File: config.mk
export PLATFORM = sky130hd
export DESIGN_NAME = tri_bus_xchg
export DESIGN_NICKNAME = d
export VERILOG_FILES = /design/src/rtl/xchg_pkg.sv /design/src/rtl/xchg_latch.sv /design/src/rtl/xchg_ret_mux.sv /design/src/rtl/xchg_port_drv.sv /design/src/rtl/tri_bus_xchg.sv
export SDC_FILE = /design/constraint.sdc
export NUM_CORES = 1
export LEC_CHECK = 0
export BUFFER_PORTS_ARGS = -buffer_cell sky130_fd_sc_hd__buf_2
export CAP_MARGIN = 5
export CORE_ASPECT_RATIO = 1.2
export CORE_UTILIZATION = 50
export DETAILED_ROUTE_END_ITERATION = 10
export GPL_ROUTABILITY_DRIVEN = 0
export PLACE_DENSITY = 0.78
export REMOVE_ABC_BUFFERS = 1
export SLEW_MARGIN = 10
export SYNTH_ARGS = -nofsm -noshare
export SYNTH_HDL_FRONTEND = slang
export SYNTH_HIERARCHICAL = 1
export SYNTH_SLANG_ARGS = --single-unit
File: constraint.sdc
create_clock -name clk_i -period 1.4 [get_ports clk_i]
set_input_delay 0.14 -clock clk_i [delete_from_list [all_inputs] [get_ports clk_i]]
set_output_delay 0.14 -clock clk_i [all_outputs]
set_load 0.005 [all_outputs]
File: src/rtl/xchg_pkg.sv
package xchg_pkg;
  localparam int unsigned NUM_BANKS = 2;
  localparam int unsigned NUM_LATCH = 2 * NUM_BANKS;
  typedef enum logic {RET_B2 = 1'b0, RET_B1 = 1'b1} ret_sel_e;
endpackage

File: src/rtl/xchg_latch.sv
// Transparent latch, clocked equivalent: pass-through while en_i, else hold.
module xchg_latch #(
  parameter int unsigned W = 12
) (
  input  logic         clk_i,
  input  logic         rst_ni,
  input  logic         en_i,
  input  logic [W-1:0] d_i,
  output logic [W-1:0] q_o
);
  logic [W-1:0] hold_q;

  always_ff @(posedge clk_i or negedge rst_ni) begin
    if (!rst_ni)   hold_q <= '0;
    else if (en_i) hold_q <= d_i;
  end

  assign q_o = en_i ? d_i : hold_q;
endmodule

File: src/rtl/xchg_ret_mux.sv
module xchg_ret_mux #(
  parameter int unsigned W = 12
) (
  input  xchg_pkg::ret_sel_e sel_i,
  input  logic [W-1:0]       b1_i,
  input  logic [W-1:0]       b2_i,
  output logic [W-1:0]       y_o
);
  always_comb begin
    unique case (sel_i)
      xchg_pkg::RET_B1: y_o = b1_i;
      default:          y_o = b2_i;
    endcase
  end
endmodule

File: src/rtl/xchg_port_drv.sv
// Split-port driver: data forced to zero when released.
module xchg_port_drv #(
  parameter int unsigned W = 12
) (
  input  logic         oe_ni,
  input  logic [W-1:0] d_i,
  output logic [W-1:0] d_o,
  output logic         oe_o
);
  assign oe_o = ~oe_ni;
  assign d_o  = oe_ni ? '0 : d_i;
endmodule

File: src/rtl/tri_bus_xchg.sv
module tri_bus_xchg #(
  parameter int unsigned W = 12
) (
  input  logic         clk_i,
  input  logic         rst_ni,
  input  logic [W-1:0] a_i,
  output logic [W-1:0] a_o,
  output logic         a_oe_o,
  input  logic [W-1:0] b1_i,
  output logic [W-1:0] b1_o,
  output logic         b1_oe_o,
  input  logic [W-1:0] b2_i,
  output logic [W-1:0] b2_o,
  output logic         b2_oe_o,
  input  logic         le_a_b1_i,
  input  logic         le_a_b2_i,
  input  logic         le_b1_a_i,
  input  logic         le_b2_a_i,
  input  logic         sel_b1_i,
  input  logic         oe_a_ni,
  input  logic         oe_b1_ni,
  input  logic         oe_b2_ni
);
  import xchg_pkg::*;

  logic [NUM_BANKS-1:0][W-1:0] bank_in, out_q, ret_q;
  logic [NUM_BANKS-1:0]        out_en, ret_en, bank_oe_n, bank_oe;
  logic [NUM_BANKS-1:0][W-1:0] bank_out;
  logic [W-1:0]                ret_sel_d;

  assign bank_in   = {b2_i, b1_i};
  assign out_en    = {le_a_b2_i, le_a_b1_i};
  assign ret_en    = {le_b2_a_i, le_b1_a_i};
  assign bank_oe_n = {oe_b2_ni, oe_b1_ni};

  for (genvar g = 0; g < NUM_BANKS; g++) begin : g_bank
    xchg_latch #(.W(W)) u_out_lat (
      .clk_i (clk_i), .rst_ni(rst_ni), .en_i(out_en[g]),
      .d_i   (a_i),   .q_o   (out_q[g])
    );
    xchg_latch #(.W(W)) u_ret_lat (
      .clk_i (clk_i), .rst_ni(rst_ni), .en_i(ret_en[g]),
      .d_i   (bank_in[g]), .q_o(ret_q[g])
    );
    xchg_port_drv #(.W(W)) u_drv (
      .oe_ni (bank_oe_n[g]), .d_i(out_q[g]),
      .d_o   (bank_out[g]),  .oe_o(bank_oe[g])
    );
  end

  xchg_ret_mux #(.W(W)) u_mux (
    .sel_i (sel_b1_i ? RET_B1 : RET_B2),
    .b1_i  (ret_q[0]),
    .b2_i  (ret_q[1]),
    .y_o   (ret_sel_d)
  );

  xchg_port_drv #(.W(W)) u_drv_a (
    .oe_ni (oe_a_ni), .d_i(ret_sel_d), .d_o(a_o), .oe_o(a_oe_o)
  );

  assign b1_o    = bank_out[0];
  assign b2_o    = bank_out[1];
  assign b1_oe_o = bank_oe[0];
  assign b2_oe_o = bank_oe[1];
endmodule

==> flow_metrics.env <==
export IMPL_status="finished with violations"
export IMPL_violations="negative setup slack"
export IMPL_r2r_start="g_bank[1].u_ret_lat/hold_q[7]"
export IMPL_grt_usage=0.192
export IMPL_yosysTopAreaCell="dfrtp_1"
export IMPL_synth_top_area_share=0.478
export IMPL_r2r_end="g_bank[1].u_ret_lat/hold_q[7]"
export IMPL_ir_worst_vdd_v=0.000724
export IMPL_netlist_cell_type_count=8
export IMPL_period_share=1.18
export IMPL_finClkSkew_ns=0
export IMPL_fin_setup_tns_ns=-2.26
export IMPL_cts_tree="done"
export IMPL_crit_arrival_ns=1.51
export IMPL_ff2ff_setup_slack_ns=0.42
export IMPL_synth_warnings=6
export IMPL_firstDrtPassIters=3
export IMPL_worstHoldPathType="in -> reg"
export IMPL_hold_end="g_bank[0].u_ret_lat/hold_q[11]"
export IMPL_diodes=0
export IMPL_crit_family="multiplexers"
export IMPL_drive_gt1_frac=0.804
export IMPL_worstHoldStart="b1_i[11]"
export IMPL_synth_adder_area_share=0
export IMPL_holdPathStages=2
export IMPL_end_kind="primary output"
export IMPL_grt_pass1_vias=1698
export IMPL_synth_top_family_by_area="multiplexers"
export IMPL_crit_required_ns=1.26
export IMPL_dpl_cell_area_um2=3080
export IMPL_grt_pass1_wl_mm=7.62
export IMPL_rsz0062_at_grt="true"
export IMPL_fmax_mhz=608
export IMPL_start_util=0.535
export IMPL_vias=1544
export IMPL_worst_pin_slew_ns=0.451
export IMPL_drc=0
export IMPL_yosys_top_cells_area="dfrtp_1, mux2_4, nor2b_2"
export IMPL_ant_nets=0
export IMPL_netlist_area_um2=2510
export IMPL_final_nets=305
export IMPL_finalInstanceArea_um2=3310
export IMPL_dp_hpwl_mm=3.38
export IMPL_drv_cap=0
export IMPL_syn_area_per_cell_um2=16.2
export IMPL_ctsHtreeMaxLevel=2
export IMPL_cp_start_kind="flip-flop"
export IMPL_yosys_register_bits=48
export IMPL_cp_slowest_cell="dfrtp_1"
export IMPL_synth_compound_gate_area_share=0
export IMPL_critPathKind="reg -> out"
export IMPL_pwr_density_cell_nw_per_um2=969
export IMPL_numCtsBuffers=5
export IMPL_synthSimpleGateAreaFrac=0.138
export IMPL_crit_fanout=2
export IMPL_max_stage_delay_ns=0.36
export IMPL_worst_slack_ns=-0.246
export IMPL_cts_buffer_depth=2
export IMPL_chipHeight_um=79.6
export IMPL_grt_start_max_net_pins=31
export IMPL_fp_dieW_um=66.7
export IMPL_rows=27
export IMPL_portBuffers=84
export IMPL_drtIter0Drc=42
export IMPL_fp_coreArea_um2=4700
export IMPL_clk_pin_slew_ns=0.08
export IMPL_path_buf_inv=1
export IMPL_maxSlewViolCount=0
export IMPL_die_area_um2=5310
export IMPL_wire_per_inst_um=15.1
export IMPL_cpMostUsedCell="mux2_4"
export IMPL_layout_cells_non_filler=318
export IMPL_synth_xor_area_frac=0
export IMPL_hold_violations=0
export IMPL_r2r_cells=3
export IMPL_ys_seq_area_frac=0.478
export IMPL_setup_violations_final=12
export IMPL_period_needed_ns=1.65
export IMPL_synthMuxAreaShare=0.344
export IMPL_antenna_found_initial=0
export IMPL_clkLatencyLatePin_ns=0.29
export IMPL_cts_root_buffer="clkbuf_8"
export IMPL_dpl_cell_count=303
export IMPL_via_per_inst=4.86
export IMPL_worstPathCellList="mux2_4 -> mux2_4 -> and2b_2 -> buf_6"
export IMPL_power_leakage_nw=1.77
export IMPL_area_delta_synth_final_pct=31.8
export IMPL_gr_total_overflow=0
export IMPL_slew_headroom=0.700
export IMPL_postSynthCellCount=155
export IMPL_clock_sinks=48
export IMPL_ios=85
export IMPL_routed_wl_mm=4.79
==> placed cells by master, fill, tap and decap left out, types with 3 or more instances in the layout <==
master / count
buf_2: 81
mux2_4: 55
dfrtp_1: 48
nor2b_4: 15
buf_4: 15
nor2b_2: 12
and2b_2: 9
clkbuf_8: 6
mux2_2: 5
buf_12: 5
inv_2: 3
buf_6: 3
==> sequential cells by signal (all words and copies together) (netlist names) <==
register	flops
g_bank.u_out_lat/hold_q	24
g_bank.u_ret_lat/hold_q	24
==> logic make-up after synthesis <==
kind of cell / Yosys count
buffers and inverters: 11
DFF: 48
and+or+nand+nor: 36
muxes: 60
==> area by class of cell <==
class,count,area [µm²]
Fill cell,324,1390
Multi-Input combinational cell,96,1270
Sequential cell,48,1200
Timing Repair Buffer,105,662
Inverter,3,11.3
Clock buffer,8,90.1
Tap cell,58,72.6
==> metal layers <==
layer / GRT usage / part of all wire / up-vias / routed length [µm]
met1: 0.242 / 0.44 / 750 / 2110
li1: - / - / 727 / -
met3: 0.0471 / 0.073 / 2 / 351
met4: 0.0638 / 0.0025 / 0 / 12
met5: 0 / 0 / - / 0
met2: 0.317 / 0.48 / 65 / 2320
==> per-stage QoR <==
step	power, W	setup slack, ns	util	hold slack (ns)
finish	0.00321	-0.246	0.705	0.0955
global route	0.00338	-0.293	0.705	0.0812
CTS	0.00321	-0.251	0.693	0.0795
detailed placement	0.00234	-0.0329	0.656	0.114
global placement	0.00233	-0.0205	0.656	0.110
floorplan	0.00200	0.215	-	-0.156
==> where the power goes <==
group          internal, W  total (W)  switching [W]  leakage (nW)
clock             0.000403   0.000818       0.000415        0.0455
sequential         0.00152    0.00156      0.0000386         0.561
combinational     0.000536   0.000830       0.000294          1.16
total              0.00246    0.00321       0.000747          1.77
==> synthesized netlist by cell type <==
library cell,number
buf_6,8
inv_2,3
mux2_4,50
mux2_2,10
and2b_2,9
nor2b_2,21
dfrtp_1,48
nor2b_4,6
==> repair_timing <==
| action | 4_1_cts | 5_1_grt |
|---|---|---|
| hold buffers | 1 | 0 |
| endpoints found under the hold margin | 18 | 0 |
| endpoints found under the setup margin | 12 | 20 |
| cloned | 0 | 0 |
| gates resized for setup | 9 | 8 |
| buffers inserted | 4 | 2 |
==> worst max-delay path by stage <==
stage,start,to,slack (ns),depth (start not counted)
after floorplan,g_bank[1].u_ret_lat/hold_q[0],a_o[0],0.21,3
after global placement,le_b2_a_i,a_o[11],-0.02,6
after detailed placement,le_b2_a_i,a_o[0],-0.03,6
after CTS,g_bank[1].u_ret_lat/hold_q[0],a_o[0],-0.25,4
after global routing,g_bank[1].u_ret_lat/hold_q[9],a_o[9],-0.29,4
final,g_bank[1].u_ret_lat/hold_q[9],a_o[9],-0.25,4
Power figures use the tool's default switching activity.
